`src/rtl/vbc_pkg.sv`:
```
package vbc_pkg;

  localparam int DATA_W  = 8;
  localparam int REQ_BIT = 2;
  localparam int GNT_BIT = 1;

  typedef enum logic [2:0] {
    EV_NONE   = 3'd0,
    EV_WSTART = 3'd1,
    EV_RSTART = 3'd2,
    EV_WBYTE  = 3'd3,
    EV_RBYTE  = 3'd4
  } vbc_event_e;

  function automatic logic [DATA_W-1:0] ctrl_readback(input logic pending);
    logic [DATA_W-1:0] v;
    v = '0;
    v[REQ_BIT] = pending;
    v[GNT_BIT] = pending;
    return v;
  endfunction

endpackage

```
`src/rtl/vbc_event_decode.sv`:
```
module vbc_event_decode
  import vbc_pkg::*;
(
  input  logic       ev_wr_start,
  input  logic       ev_rd_start,
  input  logic       wr_valid,
  input  logic       rd_req,
  output vbc_event_e ev
);

  always_comb begin
    if (ev_wr_start)      ev = EV_WSTART;
    else if (ev_rd_start) ev = EV_RSTART;
    else if (wr_valid)    ev = EV_WBYTE;
    else if (rd_req)      ev = EV_RBYTE;
    else                  ev = EV_NONE;
  end

endmodule

```
`src/rtl/vbc_pointer.sv`:
```
module vbc_pointer
  import vbc_pkg::*;
#(
  parameter int PTR_W = 8
) (
  input  logic              clk,
  input  logic              rst_n,
  input  vbc_event_e        ev,
  input  logic [DATA_W-1:0] wr_data,
  output logic [PTR_W-1:0]  ptr,
  output logic              load_armed,
  output logic              reg_write
);

  function automatic logic [PTR_W-1:0] ptr_next(input logic [PTR_W-1:0] p);
    return p + PTR_W'(1);
  endfunction

  logic ptr_load_evt;
  logic ptr_inc_evt;

  assign ptr_load_evt = (ev == EV_WBYTE) && load_armed;
  assign reg_write    = (ev == EV_WBYTE) && !load_armed;
  assign ptr_inc_evt  = reg_write || (ev == EV_RBYTE);

  always_ff @(posedge clk) begin
    if (!rst_n) begin
      ptr        <= '0;
      load_armed <= 1'b0;
    end else begin
      if (ev == EV_WSTART) load_armed <= 1'b1;
      else if (ptr_load_evt) load_armed <= 1'b0;
      if (ptr_load_evt)     ptr <= wr_data[PTR_W-1:0];
      else if (ptr_inc_evt) ptr <= ptr_next(ptr);
    end
  end


  ptr_load_chk: assert property (@(posedge clk) disable iff (!rst_n)
    ptr_load_evt |=> (ptr == $past(wr_data[PTR_W-1:0])) && !load_armed);


  ptr_step_chk: assert property (@(posedge clk) disable iff (!rst_n)
    ptr_inc_evt |=> ptr == PTR_W'($past(ptr) + 1'b1));


  rstart_hold_chk: assert property (@(posedge clk) disable iff (!rst_n)
    (ev == EV_RSTART) |=> $stable(ptr));

endmodule

```
`src/rtl/vbc_ctrl_reg.sv`:
```
module vbc_ctrl_reg (
  input  logic clk,
  input  logic rst_n,
  input  logic ctrl_wr,
  input  logic req_bit,
  input  logic gnt_bit,
  output logic req_pending,
  output logic ddc_active
);

  logic grant_evt;
  logic cancel_evt;

  assign grant_evt  = ctrl_wr && req_bit && gnt_bit;
  assign cancel_evt = ctrl_wr && !req_bit;

  always_ff @(posedge clk) begin
    if (!rst_n) begin
      req_pending <= 1'b0;
      ddc_active  <= 1'b0;
    end else if (ctrl_wr) begin
      req_pending <= req_bit;
      if (grant_evt)       ddc_active <= 1'b1;
      else if (cancel_evt) ddc_active <= 1'b0;
    end
  end


  grant_chk: assert property (@(posedge clk) disable iff (!rst_n)
    grant_evt |=> ddc_active && req_pending);


  cancel_chk: assert property (@(posedge clk) disable iff (!rst_n)
    cancel_evt |=> !ddc_active && !req_pending);


  mode_needs_req_chk: assert property (@(posedge clk) disable iff (!rst_n)
    ddc_active |-> req_pending);

endmodule

```
`src/rtl/vbc_read_mux.sv`:
```
module vbc_read_mux
  import vbc_pkg::*;
#(
  parameter int                PTR_W     = 8,
  parameter logic [PTR_W-1:0]  CTRL_PTR  = 'h1A,
  parameter logic [PTR_W-1:0]  ID_PTR    = 'h1B,
  parameter logic [PTR_W-1:0]  IRQ_PTR   = 'h3D,
  parameter logic [DATA_W-1:0] ID_VALUE  = 8'hB0,
  parameter logic [DATA_W-1:0] IRQ_VALUE = 8'h04
) (
  input  logic              clk,
  input  logic              rst_n,
  input  logic              rd_fire,
  input  logic [PTR_W-1:0]  ptr,
  input  logic              req_pending,
  output logic [DATA_W-1:0] rd_data,
  output logic              rd_valid
);

  function automatic logic [DATA_W-1:0] read_value(input logic [PTR_W-1:0] p,
                                                   input logic pend);
    if (p == CTRL_PTR)     return ctrl_readback(pend);
    else if (p == ID_PTR)  return ID_VALUE;
    else if (p == IRQ_PTR) return IRQ_VALUE;
    else                   return '0;
  endfunction

  always_ff @(posedge clk) begin
    if (!rst_n) begin
      rd_data  <= '0;
      rd_valid <= 1'b0;
    end else begin
      rd_valid <= rd_fire;
      if (rd_fire) rd_data <= read_value(ptr, req_pending);
    end
  end


  rd_strobe_chk: assert property (@(posedge clk) disable iff (!rst_n)
    rd_fire |=> rd_valid);


  rd_hold_chk: assert property (@(posedge clk) disable iff (!rst_n)
    !rd_fire |=> !rd_valid && $stable(rd_data));


  id_read_chk: assert property (@(posedge clk) disable iff (!rst_n)
    (rd_fire && ptr == ID_PTR) |=> rd_data == ID_VALUE);

endmodule

```
`src/rtl/vbc_top.sv`:
```
module vbc_top
  import vbc_pkg::*;
#(
  parameter int          PTR_W     = 8,
  parameter int unsigned CTRL_ADDR = 'h1A,
  parameter int unsigned ID_ADDR   = 'h1B,
  parameter int unsigned IRQ_ADDR  = 'h3D,
  parameter int unsigned ID_VALUE  = 'hB0,
  parameter int unsigned IRQ_VALUE = 'h04
) (
  input  logic       clk,
  input  logic       rst_n,
  input  logic       ev_wr_start,
  input  logic       ev_rd_start,
  input  logic       wr_valid,
  input  logic [7:0] wr_data,
  input  logic       rd_req,
  output logic [7:0] rd_data,
  output logic       rd_valid,
  output logic       ddc_mode
);

  localparam logic [PTR_W-1:0]  CTRL_PTR = CTRL_ADDR[PTR_W-1:0];
  localparam logic [PTR_W-1:0]  ID_PTR   = ID_ADDR[PTR_W-1:0];
  localparam logic [PTR_W-1:0]  IRQ_PTR  = IRQ_ADDR[PTR_W-1:0];
  localparam logic [DATA_W-1:0] ID_VAL   = ID_VALUE[DATA_W-1:0];
  localparam logic [DATA_W-1:0] IRQ_VAL  = IRQ_VALUE[DATA_W-1:0];

  vbc_event_e       ev;
  logic [PTR_W-1:0] ptr;
  logic             load_armed;
  logic             reg_write;
  logic             ctrl_wr;
  logic             req_pending;
  logic             rd_fire;

  vbc_event_decode u_dec (
    .ev_wr_start (ev_wr_start),
    .ev_rd_start (ev_rd_start),
    .wr_valid    (wr_valid),
    .rd_req      (rd_req),
    .ev          (ev)
  );

  vbc_pointer #(.PTR_W(PTR_W)) u_ptr (
    .clk        (clk),
    .rst_n      (rst_n),
    .ev         (ev),
    .wr_data    (wr_data),
    .ptr        (ptr),
    .load_armed (load_armed),
    .reg_write  (reg_write)
  );

  assign ctrl_wr = reg_write && (ptr == CTRL_PTR);
  assign rd_fire = (ev == EV_RBYTE);

  vbc_ctrl_reg u_ctrl (
    .clk         (clk),
    .rst_n       (rst_n),
    .ctrl_wr     (ctrl_wr),
    .req_bit     (wr_data[REQ_BIT]),
    .gnt_bit     (wr_data[GNT_BIT]),
    .req_pending (req_pending),
    .ddc_active  (ddc_mode)
  );

  vbc_read_mux #(
    .PTR_W     (PTR_W),
    .CTRL_PTR  (CTRL_PTR),
    .ID_PTR    (ID_PTR),
    .IRQ_PTR   (IRQ_PTR),
    .ID_VALUE  (ID_VAL),
    .IRQ_VALUE (IRQ_VAL)
  ) u_rd (
    .clk         (clk),
    .rst_n       (rst_n),
    .rd_fire     (rd_fire),
    .ptr         (ptr),
    .req_pending (req_pending),
    .rd_data     (rd_data),
    .rd_valid    (rd_valid)
  );


  wstart_wins_chk: assert property (@(posedge clk) disable iff (!rst_n)
    (ev_wr_start && rd_req) |=> !rd_valid);


  other_write_chk: assert property (@(posedge clk) disable iff (!rst_n)
    (reg_write && ptr != CTRL_PTR) |=> $stable(ddc_mode));

endmodule

```
`config.mk`:
```
export PLATFORM = sky130hd
export DESIGN_NAME = vbc_top
export DESIGN_NICKNAME = d
export VERILOG_FILES = /design/src/rtl/vbc_pkg.sv /design/src/rtl/vbc_event_decode.sv /design/src/rtl/vbc_pointer.sv /design/src/rtl/vbc_ctrl_reg.sv /design/src/rtl/vbc_read_mux.sv /design/src/rtl/vbc_top.sv
export SDC_FILE = /design/constraint.sdc
export NUM_CORES = 1
export LEC_CHECK = 0
export CELL_PAD_IN_SITES_DETAIL_PLACEMENT = 0
export CELL_PAD_IN_SITES_GLOBAL_PLACEMENT = 2
export CORE_MARGIN = 2
export CORE_UTILIZATION = 28
export DETAILED_ROUTE_END_ITERATION = 10
export GPL_TIMING_DRIVEN = 0
export PLACE_DENSITY_LB_ADDON = 0.1
export REMOVE_ABC_BUFFERS = 1
export SYNTH_ARGS = -nofsm -noshare
export SYNTH_HDL_FRONTEND = slang
export SYNTH_SLANG_ARGS = --single-unit
```
`constraint.sdc`:
```
create_clock -name clk -period 4.89 [get_ports clk]
set_input_delay 1.2225 -clock clk [delete_from_list [all_inputs] [get_ports clk]]
set_output_delay 1.2225 -clock clk [all_outputs]
set_load 0.01 [all_outputs]
```
# Word-level counts from Yosys, hierarchy flattened
# Cells that the tools add are included.
# op_classes
n_addsub,1
multipliers,0
div_mod_pow,0
magnitude_cmp,0
eq_ne,6
n_shift,0
mux,13
bitwise,0
reduce_logical,13
# ops
op,n
$mux 8,4
$eq 8x5->1 const B,2
$mux 3,5
$add 8x1->8 const B,1
$eq 8x6->1 const B,1
$logic_and 1x1->1,6
$reduce_bool 2->1,3
$mux 1,4
$eq 3x1->1 const B,1
$eq 3x2->1 const B,1
$eq 3x3->1 const B,1
$logic_not 1->1,2
$reduce_and 2->1,1
$logic_or 1x1->1,1
# word_totals
ff_bits,20
latchBits,0
ramBits,0
romBits,0
in_bits,14
out_inout_bits,10
wordCells,39
mem_count,0

# Longest topological paths before layout
# Gate-level depths: netlist (run 1).
# depth
ltp_word,11
depth_mapped,6
ltp_nobuf,6

# Modules after synthesis
# A second synthesis (run 1) with hierarchy kept.
# hier_totals
hier_cells,109
hier_area_um2,902.1
# by_module_without_submodules
mod,n_inst,cells_per_inst,area_each_um2,seq_area_each_um2
vbc_pointer,1,67,529.3,180.2
vbc_read_mux,1,26,222.7,80.1
vbc_ctrl_reg,1,7,80.1,40.0
vbc_event_decode,1,5,35.0,0.0
vbc_top,1,4,35.0,0.0

# Worst setup path before layout (run 1)
# No wires, ideal clock.
# synth_timing
path_type,input port to flip-flop
start,input port ev_wr_start
end,register u_ctrl.ddc_active
arrival_ns,2.409
t_required_ns,4.771
path_slack_ns,2.363
stages,3
path_buffers,0
cell_sequence,or4b_1 -> or4_4 -> o221a_2
# synth_between
elab_chain_cells,8
word_cells_on_any_way,10
cone_classes,eq/ne: 1; mux: 2; reduce/logical: 7
# synth_lines
element,line,rtl
from (decl),vbc_top.sv:13,"input logic ev_wr_start,"
$mux 3 (*),vbc_event_decode.sv:12,if (ev_wr_start) ev = EV_WSTART;
$eq 3x2->1 (*),vbc_pointer.sv:23,assign reg_write = (ev == EV_WBYTE) && !load_armed;
$logic_and 1x1->1 (*),vbc_pointer.sv:23,
$logic_and 1x1->1 (*),vbc_top.sv:55,assign ctrl_wr = reg_write && (ptr == CTRL_PTR);
$logic_and 1x1->1 (2 in a row),vbc_ctrl_reg.sv:14,assign grant_evt = ctrl_wr && req_bit && gnt_bit;
$reduce_bool 2->1 (no line),n/a,
$reduce_and 2->1 (no line),n/a,
to (signal assigned),vbc_ctrl_reg.sv:20,ddc_active <= 1'b0;
to (signal assigned),vbc_ctrl_reg.sv:23,if (grant_evt) ddc_active <= 1'b1;
to (signal assigned),vbc_ctrl_reg.sv:24,else if (cancel_evt) ddc_active <= 1'b0;
to (decl),vbc_ctrl_reg.sv:8,output logic ddc_active
# Mark *: on every way between the ends. The rest lies on a longest branch, timed or not.
# A chain may end at the register's enable or synchronous reset.

# Worst setup path after layout (run 1)
# layout_timing
start,input port ev_wr_start
end,register u_rd.rd_data[2]
# layout_between
elab_chain_cells,2
# layout_lines
element,line,rtl
$mux 3,vbc_event_decode.sv:12,
$eq 3x3->1,vbc_top.sv:56,assign rd_fire = (ev == EV_RBYTE);
to (signal assigned),vbc_read_mux.sv:34,"if (rd_fire) rd_data <= read_value(ptr, req_pending);"
to (decl),vbc_read_mux.sv:16,"output logic [DATA_W-1:0] rd_data,"
# Every way passes these cells.

==> reports/metrics.yaml, run 1 <==
die:
  core_sq_um: 3000
  io_pins: 24
  die_h_um: 59.6
  initial_utilization: 0.288
  num_rows: 20
  die_area_sq_um: 3550
  dieWidth_um: 59.6
clock_network:
  hold_buffers: 0
  post_cts_resized: 0
  clockBufferDepth: 2
  path_clk_slew_ns: 0.10
  htreeDepth: 1
  clkSinkCount: 15
  cts_root_buf: "clkbuf_4"
  cts_inserted_buffers: 3
  post-cts-setup-buffers: 0
  clk_latency_ns: 0.30
  cts_tree: "yes"
job:
  drv_cap: 0
global_routing:
  grt_use_total: 0.139
  grt_pass1_vias: 785
  grt_max_degree: 18
  antenna_found_initial: 0
  overflow: 0
  grt_pass1_wl_um: 3590
timing:
  layout_worst_path_cycle_share: 0.603
  finalHoldViolCount: 0
  setup_violations: 0
  rsz0062_at_grt: "no"
  post-route-min-period_ns: 2.95
  slew_violations: 0
  worst_pin_slew_ns: 1.19
  setup_tns_ns: 0
  skew_ns: 0.00960
  slew_headroom: 0.192
  max_freq_ghz: 0.339
final_layout:
  fin_cells: 157
  final_nets: 142
  fin_area_sq_um: 1100
  area_delta_synth_final_pct: 27.5
  diodes: 0
  final_common_cell: "clkdlybuf4s50_1"
  drive_above_1_share: 0.0806
  finalCoreUtilization: 0.367
  layout_common_cells: "clkdlybuf4s50_1, dfxtp_1, o21ai_0, a21oi_1, nand2_1"
  nFillCells: 339
route:
  wire_per_inst_um: 12.9
  drt-initial-drc-count: 15
  drc: 0
  dr.pass1.iters: 4
  viasPerCell: 5.15
  ant_nets: 0
  vias: 809
  drt_wl_total_um: 2020
power_and_ir_drop:
  p_switching_uw: 63.0
  powerDensity_nw_per_um2: 214
  comb_power_share: 0.134
  peakVddDrop_mv: 0.0626
  seqPwrFrac: 0.544
  p_sw_frac: 0.268
  power_uw: 235
  leakage_nw: 0.394
  p_int_uw: 172
  power_frac_clock: 0.322
yosys:
  yosysTopAreaCell: "dfxtp_1"
  ys_ff_latch: 15
  synthTopCellsByArea: "dfxtp_1, a21oi_1, o21ai_0"
  synth_warnings: 0
  synth_edf_count: 0
  syn_area_per_cell_sq_um: 8.16
  synth.distinct_cells: 35
  async_flop_share: 0
  synth_flop_cell: "dfxtp_1"
  yosysSeqAreaShare: 0.347
  syn_area_sq_um: 865
  syn_inst: 106
  synth_top_area_frac: 0.347
place:
  placed_area_sq_um: 1070
  dp.cells: 153
  port_buffers: 20
  gp_congestion: 0.723
  dp_hpwl_um: 1560
status:
  status: "completed"
worst_setup_path:
  crit_required_ns: 5.12
  cp-start-kind: "primary input"
  arrival_ns: 3.18
  critPathKind: "primary input to flip-flop"
  worst_setup_path_end_kind: "flip-flop"
  worstPathMaxFanout: 6
worst_hold_path:
  hp-class: "flip-flop to flip-flop"
[cell usage after synthesis (2+ instances only)]
| cell type | number |
|---|---|
| mux2i_1 | 2 |
| o21ai_0 | 8 |
| buf_4 | 5 |
| nand2_1 | 8 |
| inv_1 | 6 |
| nor3_1 | 3 |
| ha_1 | 3 |
| clkbuf_1 | 4 |
| xor2_1 | 2 |
| nand3_1 | 6 |
| nor4_1 | 4 |
| nor2_1 | 5 |
| or4_4 | 2 |
| a21oi_1 | 8 |
| nor2b_1 | 2 |
| nor4b_1 | 2 |
| nand2b_1 | 2 |
| dfxtp_1 | 15 |
| a21boi_0 | 2 |
| and2_1 | 2 |
[power by group through the flow]
stage          clock (mW)  sequential [mW]  combinational [mW]
6_report           0.0758            0.128              0.0316
5_1_grt            0.0865            0.129              0.0360
4_1_cts            0.0787            0.128              0.0321
3_5_place_dp            0            0.131              0.0319
3_3_place_gp            0            0.131              0.0310
2_1_floorplan           0            0.130              0.0140
[metal layers]
layer | part of all wire | vias to the layer above | GRT usage
met4 | 0.019 | 0 | 0.0667
met2 | 0.43 | 19 | 0.201
met1 | 0.50 | 375 | 0.194
li1 | - | 410 | -
met3 | 0.045 | 5 | 0.0328
met5 | 0 | - | 0
[cells by family after synthesis]
kind of cell | count (synthesis) | synth area share
flip-flops | 15 | 0.347
buffers and inverters | 15 | 0.0868
XOR/XNOR | 2 | 0.0203
other | 1 | 0.00434
adder cells (fa/ha/maj) | 3 | 0.0434
AO/OA/AOI/OAI | 25 | 0.179
AND/OR/NAND/NOR | 43 | 0.295
multiplexers | 2 | 0.0232
[state kept, by name, indices dropped and copies added, names as in the netlist]
register / flops
u_rd.rd_data: 3
u_rd.rd_valid: 1
u_ptr.ptr: 8
u_ptr.load_armed: 1
u_ctrl.req_pending: 1
u_ctrl.ddc_active: 1
[worst max-delay path: stages]
cell and delay [ns]:
clkdlybuf4s50_1 0.49, nor4b_1 1.05, nand3_1 0.20, a21boi_0 0.21
[cell type report]
class	count	area, sq um	area share
Timing Repair Buffer	21	208	0.188
Sequential cell	15	300	0.272
Inverter	6	22.5	0.0204
Tap cell	33	41.3	0.0375
Multi-Input combinational cell	78	503	0.456
Clock inverter	1	5.00	0.00454
Clock buffer	3	22.5	0.0204
[metrics by stage]
stage	hold slack, ns	worst slack [ns]
final	0.481	1.94
after global routing	0.517	1.80
after CTS	0.489	1.97
after detailed placement	0.470	1.66
after global placement	0.462	1.10
after floorplan	0.443	2.27
[worst paths after layout]
path	startpoint	endpoint	slack [ns]	depth (start not counted)
max	ev_wr_start	u_rd.rd_data[2]$_SDFFE_PN0P_	1.94	4
min	u_ctrl.req_pending$_SDFFE_PN0N_	u_ctrl.req_pending$_SDFFE_PN0N_	0.48	2
max reg2reg	u_ptr.ptr[7]$_SDFFE_PN0P_	u_ctrl.ddc_active$_SDFFE_PN0P_	3.10	3
min reg2reg	u_ctrl.req_pending$_SDFFE_PN0N_	u_ctrl.req_pending$_SDFFE_PN0N_	0.48	2
Note: power is estimated with default switching activity, not from simulation.
==> run 2, diff against run 1 <==
--- a/config.mk
+++ b/config.mk
@@ -8,7 +8,7 @@
 export CELL_PAD_IN_SITES_DETAIL_PLACEMENT = 0
 export CELL_PAD_IN_SITES_GLOBAL_PLACEMENT = 2
 export CORE_MARGIN = 2
-export CORE_UTILIZATION = 28
+export CORE_UTILIZATION = 24
 export DETAILED_ROUTE_END_ITERATION = 10
 export GPL_TIMING_DRIVEN = 0
 export PLACE_DENSITY_LB_ADDON = 0.1
==> constraint.sdc (replaced) <==
create_clock -name clk -period 2.4 [get_ports clk]
set_input_delay 0.6 -clock clk [delete_from_list [all_inputs] [get_ports clk]]
set_output_delay 0.6 -clock clk [all_outputs]
set_load 0.01 [all_outputs]
==> run 2 against run 1 <==
Sequential share of layout area fell by 0.55 points. Worst setup slack worse by 1.7 ns. Final cell count increased by 8.3%. Power is 100% higher. Critical endpoint is now u_ctrl.ddc_active$_SDFFE_PN0P_.
==> reports/metrics.yaml, run 2 (synthesis gave the netlist of run 1 again) <==
status:
  status: "completed"  # unchanged
place:
  port_buffers: 20  # unchanged
  gp_congestion: 0.754  # was 0.723
  dp_hpwl_um: 1650  # was 1560 um
  place_ws_ns: -0.196  # was 1.66 ns
timing:
  setup_tns_ns: 0  # unchanged
  finalHoldViolCount: 0  # unchanged
  whs_ns: 0.489  # was 0.481 ns
  skew_ns: 0.0118  # was 0.00960 ns
  worst_slack_ns: 0.204  # was 1.94 ns
  worst_pin_slew_ns: 0.610  # was 1.19 ns
  post-route-min-period_ns: 2.20
  slew_headroom: 0.592  # was 0.192
  max_freq_ghz: 0.455
  slew_violations: 0  # unchanged
  layout_worst_path_cycle_share: 0.915
  setup_violations: 0  # unchanged
  rsz0062_at_grt: "no"  # unchanged
worst_setup_path:
  cp_slowest_stage_delay_ns: 0.54  # was 1.05 ns
  crit_required_ns: 2.60  # was 5.12 ns
  worst_setup_path_end_kind: "flip-flop"  # unchanged
  worstReg2RegEnd: "u_ctrl.ddc_active$_SDFFE_PN0P_"  # unchanged
  arrival_ns: 2.40  # was 3.18 ns
  cp-start-kind: "primary input"  # unchanged
  path_buf_inv: 1  # unchanged
  worstPathMaxFanout: 6  # unchanged
  critPathKind: "primary input to flip-flop"  # unchanged
  reg2reg_from: "u_ptr.ptr[7]$_SDFFE_PN0P_"  # unchanged
  r2r_cells: 3  # unchanged
  cp_cell_sequence: "clkdlybuf4s50_1 -> or4b_1 -> or4_4 -> o221a_2"  # was clkdlybuf4s50_1 -> nor4b_1 -> nand3_1 -> a21boi_0
  rrSetupSlack_ns: 0.60  # was 3.10 ns
  cp_slowest_cell: "or4b_1"  # was nor4b_1
  critPathTopFamily: "simple AND/OR/NAND/NOR gates"  # unchanged
final_layout:
  area_delta_synth_final_pct: 30.1  # was 27.5%
  drive_above_1_share: 0.0887  # was 0.0806
  diodes: 0  # unchanged
  seqCellArea_sq_um: 300  # unchanged
  layout_common_cells: "clkdlybuf4s50_1, dfxtp_1, o21ai_0, a21oi_1, nand2_1"  # unchanged
  final_common_cell: "clkdlybuf4s50_1"  # unchanged
  reg_top3: "u_ptr.ptr (8), u_rd.rd_data (3)"  # unchanged
  regMostFlops: "u_ptr.ptr"  # unchanged
  final_nets: 142  # unchanged
  largest_reg_flops: 8  # unchanged
  nFillCells: 355  # was 339
  multi_input_area_sq_um: 509  # was 503 sq um
global_routing:
  grt_max_degree: 18  # unchanged
  overflow: 0  # unchanged
  grt_use_total: 0.116  # was 0.139
  grt_pass1_wl_um: 3590  # about the same
  grt_pass1_vias: 747  # was 785
  antenna_found_initial: 0  # unchanged
route:
  wire_per_inst_um: 12.9  # about the same
  drc: 0  # unchanged
  viasPerCell: 4.76  # was 5.15
  drt_wl_total_um: 2200  # was 2020 um
  dr.pass1.iters: 4  # unchanged
  ant_nets: 0  # unchanged
  vias: 809  # unchanged
  drt-initial-drc-count: 41  # was 15
worst_hold_path:
  hold_start: "u_ctrl.req_pending$_SDFFE_PN0N_"  # unchanged
  hold_end: "u_ctrl.req_pending$_SDFFE_PN0N_"  # unchanged
  hold_depth: 2  # unchanged
  hp-class: "flip-flop to flip-flop"  # unchanged
die:
  die_area_sq_um: 4100  # was 3550 sq um
  dieWidth_um: 64.0  # was 59.6 um
  initial_utilization: 0.255  # was 0.288
  io_pins: 24  # unchanged
  num_rows: 21  # was 20
  core_sq_um: 3390  # was 3000 sq um
  die_h_um: 64.0  # was 59.6 um
clock_network:
  cts_inserted_buffers: 3  # unchanged
  htreeDepth: 1  # unchanged
  path_clk_slew_ns: 0.11  # was 0.10 ns
  cts_root_buf: "clkbuf_4"  # unchanged
  post-cts-setup-buffers: 0  # unchanged
  clkSinkCount: 15  # unchanged
  post_cts_resized: 0  # unchanged
  clk_latency_ns: 0.29  # was 0.30 ns
  hold_buffers: 0  # unchanged
  cts_tree: "yes"  # unchanged
  clockBufferDepth: 2  # unchanged
power_and_ir_drop:
  seqPwrFrac: 0.542  # was 0.544
  leakage_nw: 0.396  # was 0.394 nW
  comb_power_share: 0.137  # was 0.134
  peakVddDrop_mv: 0.160  # was 0.0626 mV
  power_uw: 482  # was 235 uW
  p_switching_uw: 130  # was 63.0 uW
  power_frac_clock: 0.321  # was 0.322
  p_sw_frac: 0.270  # was 0.268
  p_int_uw: 352  # was 172 uW
  powerDensity_nw_per_um2: 428  # was 214 nW/um^2
job:
  drv_cap: 0  # unchanged
[run 2: cell counts in the layout (fill, tap and decap cells not counted)]
Identical to the previous run, type by type.
[run 2: routing by layer]
metal  vias up  GRT usage  part of all wire
met1       376      0.159              0.50
met4         0     0.0571             0.010
met5         -          0                 0
li1        408          -                 -
met3         2     0.0299             0.050
met2        23      0.167              0.44
[run 2: metrics by stage]
step | util | cell area [sq um] | cells
after global routing | 0.332 | 1120 | 170
after CTS | 0.330 | 1120 | 170
final | 0.332 | 1120 | 170
after floorplan | - | 820 | 99
after global placement | 0.318 | 1080 | 165
after detailed placement | 0.322 | 1090 | 166
[run 2: worst max path at each step]
stage / startpoint / endpoint / slack (ns) / cells after the start
after floorplan: wr_valid / u_ptr.ptr[5]$_SDFFE_PN0P_ / 0.40 / 4
after CTS: ev_wr_start / u_rd.rd_data[2]$_SDFFE_PN0P_ / 0.11 / 4
after detailed placement: ev_wr_start / u_rd.rd_data[2]$_SDFFE_PN0P_ / -0.20 / 4
after global routing: ev_wr_start / u_ctrl.ddc_active$_SDFFE_PN0P_ / 0.15 / 5
after global placement: wr_valid / u_ptr.ptr[5]$_SDFFE_PN0P_ / -0.84 / 5
final: ev_wr_start / u_ctrl.ddc_active$_SDFFE_PN0P_ / 0.20 / 4
[run 2: layout make-up]
class | count | area share
Clock buffer | 3 | 0.0200
Clock inverter | 1 | 0.00445
Inverter | 6 | 0.0200
Multi-Input combinational cell | 78 | 0.453
Sequential cell | 15 | 0.267
Tap cell | 46 | 0.0512
Timing Repair Buffer | 21 | 0.185
[run 2: power groups by stage]
stage / Sequential [mW] / Combinational (mW) / Clock [mW]
finish: 0.261 / 0.0658 / 0.155
global route: 0.263 / 0.0734 / 0.174
CTS: 0.261 / 0.0661 / 0.163
detailed placement: 0.267 / 0.0657 / 0
global placement: 0.267 / 0.0637 / 0
floorplan: 0.265 / 0.0285 / 0
[run 2: tightest hold or removal path, stage by stage (launching register included)]
cell and delay (ns):
dfxtp_1 0.33, nand3_1 0.06, o21ai_0 0.07
